`src/rtl/mul_pkg.sv`:
```
package mul_pkg;
  typedef enum logic {
    ST_IDLE = 1'b0,
    ST_RUN  = 1'b1
  } mul_state_e;
endpackage

```
`src/rtl/mul_adder.sv`:
```
module mul_adder #(
  parameter int W = 4
) (
  input  logic [W-1:0] a_i,
  input  logic [W-1:0] b_i,
  input  logic         en_i,
  output logic [W-1:0] sum_o,
  output logic         co_o
);
  logic [W:0]   c;
  logic [W-1:0] bg;

  assign bg   = en_i ? b_i : '0;
  assign c[0] = 1'b0;

  for (genvar g = 0; g < W; g++) begin : g_bit
    assign sum_o[g] = a_i[g] ^ bg[g] ^ c[g];
    assign c[g+1]   = (a_i[g] & bg[g]) | (c[g] & (a_i[g] ^ bg[g]));
  end

  assign co_o = c[W];
endmodule

```
`src/rtl/mul_ctrl.sv`:
```
module mul_ctrl
  import mul_pkg::*;
#(
  parameter int W = 4
) (
  input  logic clk_i,
  input  logic rst_ni,
  input  logic start_i,
  output logic load_o,
  output logic step_o,
  output logic busy_o,
  output logic done_o
);
  localparam int CW = $clog2(W + 1);
  localparam logic [CW-1:0] LAST = CW'(W - 1);

  mul_state_e    state_q;
  logic [CW-1:0] cnt_q;
  logic          done_q;

  assign busy_o = (state_q == ST_RUN);
  assign load_o = start_i & ~busy_o;
  assign step_o = busy_o;
  assign done_o = done_q;

  always_ff @(posedge clk_i or negedge rst_ni) begin
    if (!rst_ni) begin
      state_q <= ST_IDLE;
      cnt_q   <= '0;
      done_q  <= 1'b0;
    end else begin
      done_q <= 1'b0;
      if (load_o) begin
        state_q <= ST_RUN;
        cnt_q   <= '0;
      end else if (busy_o) begin
        if (cnt_q == LAST) begin
          state_q <= ST_IDLE;
          done_q  <= 1'b1;
        end else begin
          cnt_q <= cnt_q + 1'b1;
        end
      end
    end
  end
endmodule

```
`src/rtl/mul_datapath.sv`:
```
module mul_datapath #(
  parameter int W = 4
) (
  input  logic         clk_i,
  input  logic         rst_ni,
  input  logic         load_i,
  input  logic         step_i,
  input  logic [W-1:0] mcand_i,
  input  logic [W-1:0] mplier_i,
  output logic [W-1:0] acc_o,
  output logic [W-1:0] mq_o
);
  logic [W-1:0] mdr_q, acc_q, mq_q, sum;
  logic         co;

  mul_adder #(.W(W)) u_add (
    .a_i  (acc_q),
    .b_i  (mdr_q),
    .en_i (mq_q[0]),
    .sum_o(sum),
    .co_o (co)
  );

  // carry is shifted straight into acc msb; the carry slot is then always 0
  always_ff @(posedge clk_i or negedge rst_ni) begin
    if (!rst_ni) begin
      mdr_q <= '0;
      acc_q <= '0;
      mq_q  <= '0;
    end else if (load_i) begin
      mdr_q <= mcand_i;
      acc_q <= '0;
      mq_q  <= mplier_i;
    end else if (step_i) begin
      acc_q <= {co, sum[W-1:1]};
      mq_q  <= {sum[0], mq_q[W-1:1]};
    end
  end

  assign acc_o = acc_q;
  assign mq_o  = mq_q;
endmodule

```
`src/rtl/shift_add_mul.sv`:
```
module shift_add_mul #(
  parameter int W = 4
) (
  input  logic         clk_i,
  input  logic         rst_ni,
  input  logic         start_i,
  input  logic [W-1:0] mcand_i,
  input  logic [W-1:0] mplier_i,
  output logic         busy_o,
  output logic         done_o,
  output logic [W-1:0] prod_hi_o,
  output logic [W-1:0] prod_lo_o
);
  logic load, step;

  mul_ctrl #(.W(W)) u_ctrl (
    .clk_i  (clk_i),
    .rst_ni (rst_ni),
    .start_i(start_i),
    .load_o (load),
    .step_o (step),
    .busy_o (busy_o),
    .done_o (done_o)
  );

  mul_datapath #(.W(W)) u_dp (
    .clk_i   (clk_i),
    .rst_ni  (rst_ni),
    .load_i  (load),
    .step_i  (step),
    .mcand_i (mcand_i),
    .mplier_i(mplier_i),
    .acc_o   (prod_hi_o),
    .mq_o    (prod_lo_o)
  );
endmodule

```
`config.mk`:
```
export PLATFORM = sky130hd
export DESIGN_NAME = shift_add_mul
export DESIGN_NICKNAME = d
export VERILOG_FILES = /design/src/rtl/mul_pkg.sv /design/src/rtl/mul_adder.sv /design/src/rtl/mul_ctrl.sv /design/src/rtl/mul_datapath.sv /design/src/rtl/shift_add_mul.sv
export SDC_FILE = /design/constraint.sdc
export NUM_CORES = 1
export LEC_CHECK = 0
export ABC_AREA = 1
export BUFFER_PORTS_ARGS = -buffer_cell sky130_fd_sc_hd__buf_4
export CAP_MARGIN = 20
export CORE_ASPECT_RATIO = 2
export CORE_MARGIN = 1.5
export CORE_UTILIZATION = 25
export CTS_CLUSTER_DIAMETER = 40
export CTS_CLUSTER_SIZE = 30
export DETAILED_ROUTE_END_ITERATION = 6
export PLACE_DENSITY = 0.51
export SYNTH_ARGS = -nofsm -noshare
export SYNTH_HDL_FRONTEND = slang
export SYNTH_SLANG_ARGS = --single-unit
```
`constraint.sdc`:
```
create_clock -name clk_i -period 3 [get_ports clk_i]
set_clock_uncertainty 0.1 [all_clocks]
set_input_delay 0.3 -clock clk_i [delete_from_list [all_inputs] [get_ports clk_i]]
set_output_delay 0.3 -clock clk_i [all_outputs]
set_load 0.05 [all_outputs]
```
==> results by group, run 1 <==
Synthesis
  – Cell taking the most area after synthesis: sky130_fd_sc_hd__dfrtp_1
  – Most used flip-flop cell after synthesis: sky130_fd_sc_hd__dfrtp_1
  – Number of enable-type register cells in the synthesized netlist: 0
  – Largest cells by area after synthesis: sky130_fd_sc_hd__dfrtp_1 48%, sky130_fd_sc_hd__nand2_1 15%, sky130_fd_sc_hd__fa_1 6.8%, sky130_fd_sc_hd__nand3_1 6.2%, sky130_fd_sc_hd__inv_1 4.7%
  – Synth unique cells: 13
  – Share of async-settable or async-resettable flops after synthesis: 100%
  – Number of warnings issued by yosys: 0
  – Mean instance size in the synthesized netlist: around 9.3 sq um
  – Cell with the most instances after synthesis: sky130_fd_sc_hd__nand2_1
  – Portion of synthesized cell area occupied by the leading cell type: between 40% and 50%
  – Count of mapped cells out of synthesis: 95
  – Top cells by count, synth: 36 x sky130_fd_sc_hd__nand2_1, 17 x sky130_fd_sc_hd__dfrtp_1, 11 x sky130_fd_sc_hd__inv_1, 11 x sky130_fd_sc_hd__nand3_1, 4 x sky130_fd_sc_hd__nand3_2
  – Flop and latch count out of synthesis: 17
  – Fraction of the yosys area taken by sequential cells: between 40% and 50%
  – Synthesized cell area: a little under 900 sq um
  – Net count after synthesis: 112

Finish
  – Area added between synthesis and finish: 23.2%
  – Number of nets in the final layout: roughly 130
  – Number of diodes added for antenna fixing: 0
  – Share of post-route cells with drive strength above 1: between 20 and 30%

Floorplanning
  – Die Wd: between 40 and 50 um
  – Cell row count: 30
  – Initial core utilization: about a quarter
  – DIE HEIGHT: just under 90 um
  – Ports: 21
  – Core Box Area: 3380 sq um
  – Area of the die: ~4000 sq um

Min path
  – Origin of the worst min-delay path: mcand_i[1]
  – Worst-case hold path end point: u_dp.mdr_q[1]$_DFFE_PN0P_
  – Path type of the worst min-delay path: primary input to register
  – Hold-critical path depth: 3

GRT
  – Global-route wire length before repair: between 2000 and 3000 um
  – GRT Residual Overflow: 0
  – Number of antenna violations at the first check in global routing: 0
  – Highest-utilization routing layer at the global route stage: met2
  – Global routing met2 resource utilization: between 10% and 20%
  – Met3 Usage GRT: approximately 1.9%
  – GRT Total Usage: around a tenth
  – Met1 Use GR: between 10% and 20%
  – Maximum number of pins on one net before global-route repair: 18
  – Via count of the first global-routing pass: 649

Clocking
  – Post-CTS setup-driven buffer insertion count: 0
  – Clock-pin slew on the worst setup and hold paths: roughly 70 ps
  – Clock latency on the worst-skew pair: approximately 260 ps
  – Clock sinks: 17
  – Bufs on Longest Clock Path: 2
  – Cell at the root of the clock tree: sky130_fd_sc_hd__clkbuf_8
  – H-tree lvl count: 1
  – Number of CTS-inserted buffers: 3
  – CTS tree: built

Place
  – Port Buf Inserts: 20
  – Sum of net half-perimeters after detailed placement: roughly 1300 um
  – Final weighted congestion in routability-driven placement: 0.677

Critical path
  – RR Endpoint: u_dp.acc_o[2]$_DFFE_PN0P_
  – Cell count of the worst reg-to-reg path: 8
  – Data arrival time of the worst path: roughly 2400 ps
  – Nature of the critical path endpoint: register
  – Register-to-register path setup slack: around 730 ps
  – Kind of start point of the critical path: register
  – Critical Path RT: slightly above 3000 ps
  – Type of the worst setup path: register to register
  – Worst reg2reg path startpoint: u_dp.mq_o[0]$_DFFE_PN0P_
  – Largest fanout on the critical path: 6

STA
  – Worst Tran Pin Value: around 470 ps
  – Number of setup violations in the final report: 0
  – Final period util: ~76%
  – Number of hold-slack violations in the final timing report: 0
  – Min Tclk post-route: approximately 2300 ps
  – Highest clock rate: between 400 and 500 MHz
  – Relative slew slack: 68.6%
  – Aggregate negative setup slack: 0 ps
  – Unrepaired setup endpoints after global routing: false
  – Total count of max-transition violations in the final report: 0

Detailed routing
  – Number of vias per cell: between 4 and 5
  – Via count: ~680
  – Avg WL per Cell: about 11 um
  – Router iterations before antenna repair: 4
  – Number of DRC markers in iteration 0: 10
  – Antenna-violating nets left: 0
  – Total detailed-routing wirelength: around 1700 um
  – DRC: 0

Outcome
  – Result of the run: completed

Power and ir drop
  – Leakage power: roughly 0.6 nW
  – Power density cells: between 1000 and 1500 nW/um^2
  – Overall power after layout: around 1.1 mW
  – Max VDD drop: 0.242 mV

Flow run
  – Reported max-cap violation count: 0
kinds of logic after synthesis:
logic type                 after synthesis  synth area share (%)
AOI/OAI and AO/OA                        2                  1.98
adders and majority gates                6                  11.0
buffers and inverters                   16                  10.1
DFF                                     17                  48.2
and+or+nand+nor                         54                  28.8
metrics by stage:
stage          area (sq um)  util, %  setup WS, ps  hold WS, ps  instances
6_report               1090     32.2           729          167        148
5_1_grt                1090     32.2           579          170        148
4_1_cts                1090     32.2           712          165        148
3_5_place_dp           1030     30.6           731         79.4        143
3_3_place_gp           1030     30.6           769         79.4        143
2_1_floorplan           883        -           645        -95.6         95
layout make-up:
type | count | area (sq um)
Inverter | 12 | 47.5
Tap cell | 32 | 40.0
Multi-Input combinational cell | 62 | 369
Fill cell | 372 | 2290
Sequential cell | 17 | 425
Clock inverter | 1 | 5.00
Clock buffer | 3 | 41.3
Timing Repair Buffer | 21 | 160
layer usage:
metal	routed length, um	vias up
met2	865	17
li1	-	335
met4	35	0
met5	0	-
met3	81	4
met1	669	319
power by group:
group          internal [mW]  switching [mW]
Clock                 0.0922          0.0808
Combinational          0.169           0.348
Sequential             0.323          0.0916
Total                  0.585           0.520
worst max-delay path, stage by stage, from the launching register on:
cell	delay [ps]
sky130_fd_sc_hd__dfrtp_1	440
sky130_fd_sc_hd__nand2_1	80
sky130_fd_sc_hd__inv_1	40
sky130_fd_sc_hd__ha_1	180
sky130_fd_sc_hd__fa_1	380
sky130_fd_sc_hd__fa_1	360
sky130_fd_sc_hd__inv_1	70
sky130_fd_sc_hd__fa_1	420
sky130_fd_sc_hd__o21ai_2	140
cell usage in the layout (no fill, tap or decap), drive strengths merged:
cell type | synthesis | final
nand3 | 15 | 15
dfrtp | 17 | 17
ha | 3 | 3
fa | 3 | 3
nor2 | 1 | 1
inv | 12 | 12
clkinv | 0 | 1
dlygate4sd3 | 0 | 1
nand2 | 38 | 38
o21ai | 2 | 2
clkbuf | 0 | 3
buf | 4 | 20
sequential cells by signal, indices dropped and copies added, names as in the netlist:
name / cells
u_dp.acc_o: 4
u_dp.mdr_q: 4
u_dp.mq_o: 4
u_ctrl.cnt_q: 3
u_ctrl.busy_o: 1
u_ctrl.done_o: 1
timing repair:
action | 4_1_cts | 5_1_grt
endpoints found under the setup margin | 0 | 0
hold endpoints to repair | 17 | 0
gates resized for setup | 0 | 0
hold buffers | 1 | 0
how the worst max path moves through the flow:
stage	from	to	slack, ps
after floorplan	u_dp.acc_o[0]$_DFFE_PN0P_	u_dp.acc_o[2]$_DFFE_PN0P_	640
after global placement	u_dp.mq_o[0]$_DFFE_PN0P_	u_dp.acc_o[2]$_DFFE_PN0P_	770
after detailed placement	u_dp.mq_o[0]$_DFFE_PN0P_	u_dp.acc_o[2]$_DFFE_PN0P_	730
after CTS	u_dp.mq_o[0]$_DFFE_PN0P_	u_dp.acc_o[2]$_DFFE_PN0P_	710
after global routing	u_dp.mq_o[0]$_DFFE_PN0P_	u_dp.acc_o[2]$_DFFE_PN0P_	580
final	u_dp.mq_o[0]$_DFFE_PN0P_	u_dp.acc_o[2]$_DFFE_PN0P_	730
Power figures use the tool's default switching activity.
==> inputs of run 2 (changes only) <==
--- a/config.mk
+++ b/config.mk
@@ -14,7 +14,7 @@
 export CTS_CLUSTER_DIAMETER = 40
 export CTS_CLUSTER_SIZE = 30
 export DETAILED_ROUTE_END_ITERATION = 6
-export PLACE_DENSITY = 0.51
+export PLACE_DENSITY = 0.53
 export SYNTH_ARGS = -nofsm -noshare
 export SYNTH_HDL_FRONTEND = slang
 export SYNTH_SLANG_ARGS = --single-unit
==> constraint.sdc (replaced) <==
create_clock -name clk_i -period 2.05 [get_ports clk_i]
set_clock_uncertainty 0.1 [all_clocks]
set_input_delay 0.205 -clock clk_i [delete_from_list [all_inputs] [get_ports clk_i]]
set_output_delay 0.205 -clock clk_i [all_outputs]
set_load 0.05 [all_outputs]
==> results by group, run 2 (same netlist as run 1, synthesis figures left out) <==
GRT
  – Global-route wire length before repair: approximately 3000 um
  – GRT Residual Overflow: 0
  – Maximum number of pins on one net before global-route repair: 18
  – Via count of the first global-routing pass: between 700 and 800
  – GRT Total Usage: about a tenth
  – Number of antenna violations at the first check in global routing: 0

Place
  – Port Buf Inserts: 20
  – Post-Place Cells: around 150
  – Final weighted congestion in routability-driven placement: slightly below 0.7
  – Sum of net half-perimeters after detailed placement: 1320 um
  – Worst setup slack after placement: -46.7 ps

Outcome
  – Result of the run: complete, but fails checks
  – Violated checks: negative setup slack

Detailed routing
  – Number of DRC markers in iteration 0: 6
  – DRC: 0
  – Antenna-violating nets left: 0
  – Avg WL per Cell: roughly 11 um
  – Router iterations before antenna repair: 4
  – Total detailed-routing wirelength: 1670 um
  – Number of vias per cell: ~4.5
  – Via count: around 680

Finish
  – Number of diodes added for antenna fixing: 0
  – Most common library cell in the layout ignoring fill and taps: sky130_fd_sc_hd__nand2_1
  – Finished Core Util: 33.3%
  – Number of nets in the final layout: about 140
  – Share of post-route cells with drive strength above 1: between 30% and 40%
  – Count of non-filler cells in the finished layout: 150
  – Most used cells in the layout excluding fill and tap cells: 35 x sky130_fd_sc_hd__nand2_1, 22 x sky130_fd_sc_hd__buf_4, 16 x sky130_fd_sc_hd__dfrtp_1
  – Area added between synthesis and finish: 27.2%

Critical path
  – Data arrival time of the worst path: ~2200 ps
  – Largest fanout on the critical path: 3
  – Kind of start point of the critical path: register
  – Critical Path RT: between 2000 and 2500 ps
  – Nature of the critical path endpoint: register
  – Type of the worst setup path: register to register

Clocking
  – Clock sinks: 17
  – Clock-pin slew on the worst setup and hold paths: roughly 70 ps
  – Post-CTS setup-driven buffer insertion count: 0
  – Clock latency on the worst-skew pair: about 250 ps
  – H-tree lvl count: 1
  – CTS tree: built
  – Bufs on Longest Clock Path: 2
  – Cell at the root of the clock tree: sky130_fd_sc_hd__clkbuf_8
  – Number of CTS-inserted buffers: 3

Power and ir drop
  – Max VDD drop: slightly above 0.4 mV
  – Switching power share of the total: about 47%
  – Overall power after layout: around 1.7 mW
  – Combinational power share: 48.9%
  – Power density cells: between 1000 and 1500 nW/um^2
  – Internal cell power: ~0.9 mW
  – Part of the total power dissipated in the clock network: 15.1%
  – Sequential Power Share: roughly 36%
  – Net switching power of the design: around 0.8 mW
  – Leakage power: approximately 0.59 nW

STA
  – Highest clock rate: roughly 480 MHz
  – Total count of max-transition violations in the final report: 0
  – Final period util: 102%
  – Aggregate negative setup slack: -33.5 ps
  – Post-layout worst setup margin: -33.5 ps
  – Unrepaired setup endpoints after global routing: true
  – Number of hold-slack violations in the final timing report: 0
  – Number of setup violations in the final report: 1
  – Min Tclk post-route: between 2000 and 2500 ps
  – Relative slew slack: 68.8%
  – Worst Tran Pin Value: about 470 ps

Floorplanning
  – Cell row count: 30
  – Ports: 21
  – Initial core utilization: a little over a quarter
  – Die Wd: 45.0 um
  – DIE HEIGHT: around 87 um
  – Area of the die: approximately 3900 sq um
  – Core Box Area: between 3000 and 4000 sq um

Min path
  – Path type of the worst min-delay path: primary input to register

Flow run
  – Reported max-cap violation count: 0
[run 2: cell types whose count changed in the layout (fill, tap and decap cells not counted), sizes merged]
cell	before	now
clkinv	1	0
clkbuf	3	4
buf	20	22
[run 2: path summary, 6_finish.rpt]
check                                          start                         to  slack, ps  cells past startpoint
setup / recovery            u_dp.mq_o[0]$_DFFE_PN0P_  u_dp.acc_o[2]$_DFFE_PN0P_        -30                      8
hold / removal                            mcand_i[0]  u_dp.mdr_q[0]$_DFFE_PN0P_         80                      3
setup reg to reg            u_dp.mq_o[0]$_DFFE_PN0P_  u_dp.acc_o[2]$_DFFE_PN0P_        -30                      8
hold reg to reg            u_dp.mdr_q[3]$_DFFE_PN0P_  u_dp.mdr_q[3]$_DFFE_PN0P_        370                      2
max in group asynchronous                     rst_ni  u_dp.acc_o[0]$_DFFE_PN0P_       1400                      2
min in group asynchronous                     rst_ni  u_dp.acc_o[3]$_DFFE_PN0P_        240                      2
[run 2: power groups by stage]
stage               registers [mW]  logic, mW  clock network [mW]
finish                       0.600      0.816               0.252
floorplan                    0.770      0.451                   0
global placement             0.605      0.794                   0
CTS                          0.602      0.826               0.262
global route                 0.623      0.911               0.276
detailed placement           0.608      0.820                   0
[run 2: metal layers]
| layer | up-vias | GRT usage, % | part of all wire [%] |
|---|---|---|---|
| met4 | 0 | 6.68 | 2.8 |
| li1 | 340 | - | - |
| met5 | - | 0 | 0 |
| met1 | 317 | 11.8 | 39 |
| met3 | 5 | 1.87 | 4.2 |
| met2 | 17 | 17.7 | 54 |
[run 2: metrics by stage]
step	hold WS [ps]	cell area [sq um]
2_1_floorplan	-191	902
3_3_place_gp	-17.1	1070
3_5_place_dp	-10.7	1070
4_1_cts	74.8	1120
5_1_grt	85.1	1120
6_report	77.6	1120
[run 2: final cells by class]
cell class | count | area (sq um)
Tap cell | 32 | 40.0
Sequential cell | 17 | 427
Multi-Input combinational cell | 62 | 389
Fill cell | 380 | 2250
Clock buffer | 4 | 45.0
Inverter | 12 | 47.5
Timing Repair Buffer | 23 | 175
[run 2: critical path, cell delays in order, from the launching register on]
cell and delay [ps]:
sky130_fd_sc_hd__dfrtp_1 400, sky130_fd_sc_hd__nand2_1 80, sky130_fd_sc_hd__inv_2 40, sky130_fd_sc_hd__ha_4 150, sky130_fd_sc_hd__fa_2 330, sky130_fd_sc_hd__fa_2 340, sky130_fd_sc_hd__inv_2 60, sky130_fd_sc_hd__fa_1 410
sky130_fd_sc_hd__o21ai_2 110
[run 2: repair_timing]
action / in CTS / in global routing
hold endpoints to repair: 17 / 0
gates resized for setup: 1 / 2
hold buffers: 1 / 0
endpoints found under the setup margin: 1 / 1
pin swaps: 0 / 0
gates cloned: 0 / 0
==> inputs of run 3 (changes only) <==
--- a/config.mk
+++ b/config.mk
@@ -14,7 +14,7 @@
 export CTS_CLUSTER_DIAMETER = 40
 export CTS_CLUSTER_SIZE = 30
 export DETAILED_ROUTE_END_ITERATION = 6
-export PLACE_DENSITY = 0.53
+export PLACE_DENSITY = 0.51
 export SYNTH_ARGS = -nofsm -noshare
 export SYNTH_HDL_FRONTEND = slang
 export SYNTH_SLANG_ARGS = --single-unit
==> constraint.sdc (replaced) <==
create_clock -name clk_i -period 2.4 [get_ports clk_i]
set_clock_uncertainty 0.1 [all_clocks]
set_input_delay 0.24 -clock clk_i [delete_from_list [all_inputs] [get_ports clk_i]]
set_output_delay 0.24 -clock clk_i [all_outputs]
set_load 0.05 [all_outputs]
==> results by group, run 3 (same netlist as run 1, synthesis figures left out) <==
Clocking
  – CTS tree: built
  – Bufs on Longest Clock Path: 2
  – Clock latency on the worst-skew pair: approximately 260 ps
  – Clock-pin slew on the worst setup and hold paths: roughly 70 ps
  – Clock sinks: 17
  – Post-CTS setup-driven buffer insertion count: 0
  – Cell at the root of the clock tree: sky130_fd_sc_hd__clkbuf_8
  – Number of CTS-inserted buffers: 3
  – H-tree lvl count: 1

Power and ir drop
  – Leakage power: around 0.60 nW
  – Max VDD drop: roughly 0.30 mV
  – Power density cells: 1270 nW/um^2

Detailed routing
  – Number of DRC markers in iteration 0: 13
  – Router iterations before antenna repair: 4
  – Via count: around 680
  – Antenna-violating nets left: 0
  – Avg WL per Cell: around 11 um
  – Number of vias per cell: about 4.6
  – Total detailed-routing wirelength: between 1500 and 2000 um
  – DRC: 0

Finish
  – Count of non-filler cells in the finished layout: roughly 150
  – Combined flip-flop and latch cell area: 427 sq um
  – Area added between synthesis and finish: 23.4%
  – Most used cells in the layout excluding fill and tap cells: 36 x sky130_fd_sc_hd__nand2_1, 20 x sky130_fd_sc_hd__buf_4, 16 x sky130_fd_sc_hd__dfrtp_1
  – Most common library cell in the layout ignoring fill and taps: sky130_fd_sc_hd__nand2_1
  – Share of post-route cells with drive strength above 1: a little under a third
  – Area occupied by multi-input gates: 369 sq um
  – Number of diodes added for antenna fixing: 0
  – Number of nets in the final layout: around 130
  – Number of filler instances in the final layout: roughly 370

Critical path
  – Largest fanout on the critical path: 6
  – Nature of the critical path endpoint: register
  – Data arrival time of the worst path: around 2400 ps
  – Worst reg2reg path startpoint: u_dp.mq_o[0]$_DFFE_PN0P_
  – Type of the worst setup path: register to register
  – Register-to-register path setup slack: approximately 140 ps
  – Critical Path RT: approximately 2500 ps
  – Cell count of the worst reg-to-reg path: 8
  – RR Endpoint: u_dp.acc_o[2]$_DFFE_PN0P_
  – Kind of start point of the critical path: register

GRT
  – Maximum number of pins on one net before global-route repair: 18
  – Global-route wire length before repair: approximately 2800 um
  – Via count of the first global-routing pass: about 650
  – GRT Total Usage: between 10% and 20%
  – GRT Residual Overflow: 0
  – Number of antenna violations at the first check in global routing: 0

Min path
  – Hold-critical path depth: 3
  – Origin of the worst min-delay path: mcand_i[1]
  – Path type of the worst min-delay path: primary input to register
  – Worst-case hold path end point: u_dp.mdr_q[1]$_DFFE_PN0P_

Floorplanning
  – Die Wd: 45.0 um
  – DIE HEIGHT: roughly 87 um
  – Area of the die: between 3000 and 4000 sq um
  – Ports: 21
  – Core Box Area: ~3400 sq um
  – Initial core utilization: between 20% and 30%
  – Cell row count: 30

STA
  – Relative slew slack: between 60% and 70%
  – Worst Tran Pin Value: around 470 ps
  – Number of setup violations in the final report: 0
  – Min Tclk post-route: 2260 ps
  – Unrepaired setup endpoints after global routing: false
  – Highest clock rate: 443 MHz
  – Aggregate negative setup slack: 0 ps
  – Number of hold-slack violations in the final timing report: 0
  – Total count of max-transition violations in the final report: 0
  – Final period util: 94.1%

Place
  – Port Buf Inserts: 20
  – Sum of net half-perimeters after detailed placement: ~1300 um
  – Final weighted congestion in routability-driven placement: 0.677
  – Post-Place Cells: around 140

Outcome
  – Result of the run: completed

Flow run
  – Reported max-cap violation count: 0
run 3: cell types whose count changed in the layout (fill, tap and decap cells not counted), moves of 2 or more:
cell	before	now
sky130_fd_sc_hd__inv_2	3	0
sky130_fd_sc_hd__fa_2	2	0
sky130_fd_sc_hd__buf_4	22	20
sky130_fd_sc_hd__fa_1	1	3
sky130_fd_sc_hd__inv_1	8	11
run 3: how the worst max path moves through the flow:
stage | startpoint | endpoint | slack (ps) | cells past startpoint
CTS | u_dp.mq_o[0]$_DFFE_PN0P_ | u_dp.acc_o[2]$_DFFE_PN0P_ | 110 | 8
global route | u_dp.mq_o[0]$_DFFE_PN0P_ | u_dp.acc_o[2]$_DFFE_PN0P_ | 2 | 8
detailed placement | u_dp.mq_o[0]$_DFFE_PN0P_ | u_dp.acc_o[2]$_DFFE_PN0P_ | 130 | 8
floorplan | u_dp.acc_o[0]$_DFFE_PN0P_ | u_dp.acc_o[2]$_DFFE_PN0P_ | 40 | 6
finish | u_dp.mq_o[0]$_DFFE_PN0P_ | u_dp.acc_o[2]$_DFFE_PN0P_ | 140 | 8
global placement | u_dp.mq_o[0]$_DFFE_PN0P_ | u_dp.acc_o[2]$_DFFE_PN0P_ | 170 | 8
run 3: cell type report:
| type | instances | area share (%) |
|---|---|---|
| clock inverters | 1 | 0.459 |
| well taps | 32 | 3.67 |
| repair buffers | 21 | 14.7 |
| clock buffers | 3 | 3.79 |
| multi-input cells | 62 | 33.9 |
| inverters | 12 | 4.36 |
| flip-flops and latches | 17 | 39.2 |
run 3: where the power goes:
group          switching [mW]  internal [mW]
Combinational           0.435          0.212
Clock                   0.101          0.115
Sequential              0.114          0.405
Total                   0.650          0.732
run 3: repair_timing:
action,in CTS,in global routing
gates resized for setup,0,1
endpoints found under the hold margin,17,0
hold buffers,1,0
endpoints found under the setup margin,0,1
run 3: metal layers:
| layer | routed length [um] | track usage [%] | up-vias | share of wire [%] |
|---|---|---|---|---|
| li1 | - | - | 335 | - |
| met1 | 669 | 11.9 | 319 | 40 |
| met2 | 870 | 16.4 | 17 | 53 |
| met3 | 81 | 1.87 | 4 | 4.9 |
| met4 | 35 | 5.61 | 0 | 2.1 |
| met5 | 0 | 0 | - | 0 |
run 3: per-stage QoR:
stage               setup slack, ps  power (mW)  cell area [sq um]  hold WS (ps)  util (%)
floorplan                      44.5        1.03                883          -156         -
finish                          141        1.38               1090           107      32.3
detailed placement              131        1.19               1030          19.4      30.6
global route                   1.78        1.50               1090           110      32.3
CTS                             112        1.41               1090           105      32.2
global placement                169        1.17               1030          19.4      30.6
run 3: critical path, stage by stage, from the launching register on:
cell and delay [ps]:
sky130_fd_sc_hd__dfrtp_2 440, sky130_fd_sc_hd__nand2_1 70, sky130_fd_sc_hd__inv_1 40, sky130_fd_sc_hd__ha_1 180
sky130_fd_sc_hd__fa_1 380, sky130_fd_sc_hd__fa_1 360, sky130_fd_sc_hd__inv_1 70, sky130_fd_sc_hd__fa_1 420
sky130_fd_sc_hd__o21ai_2 140
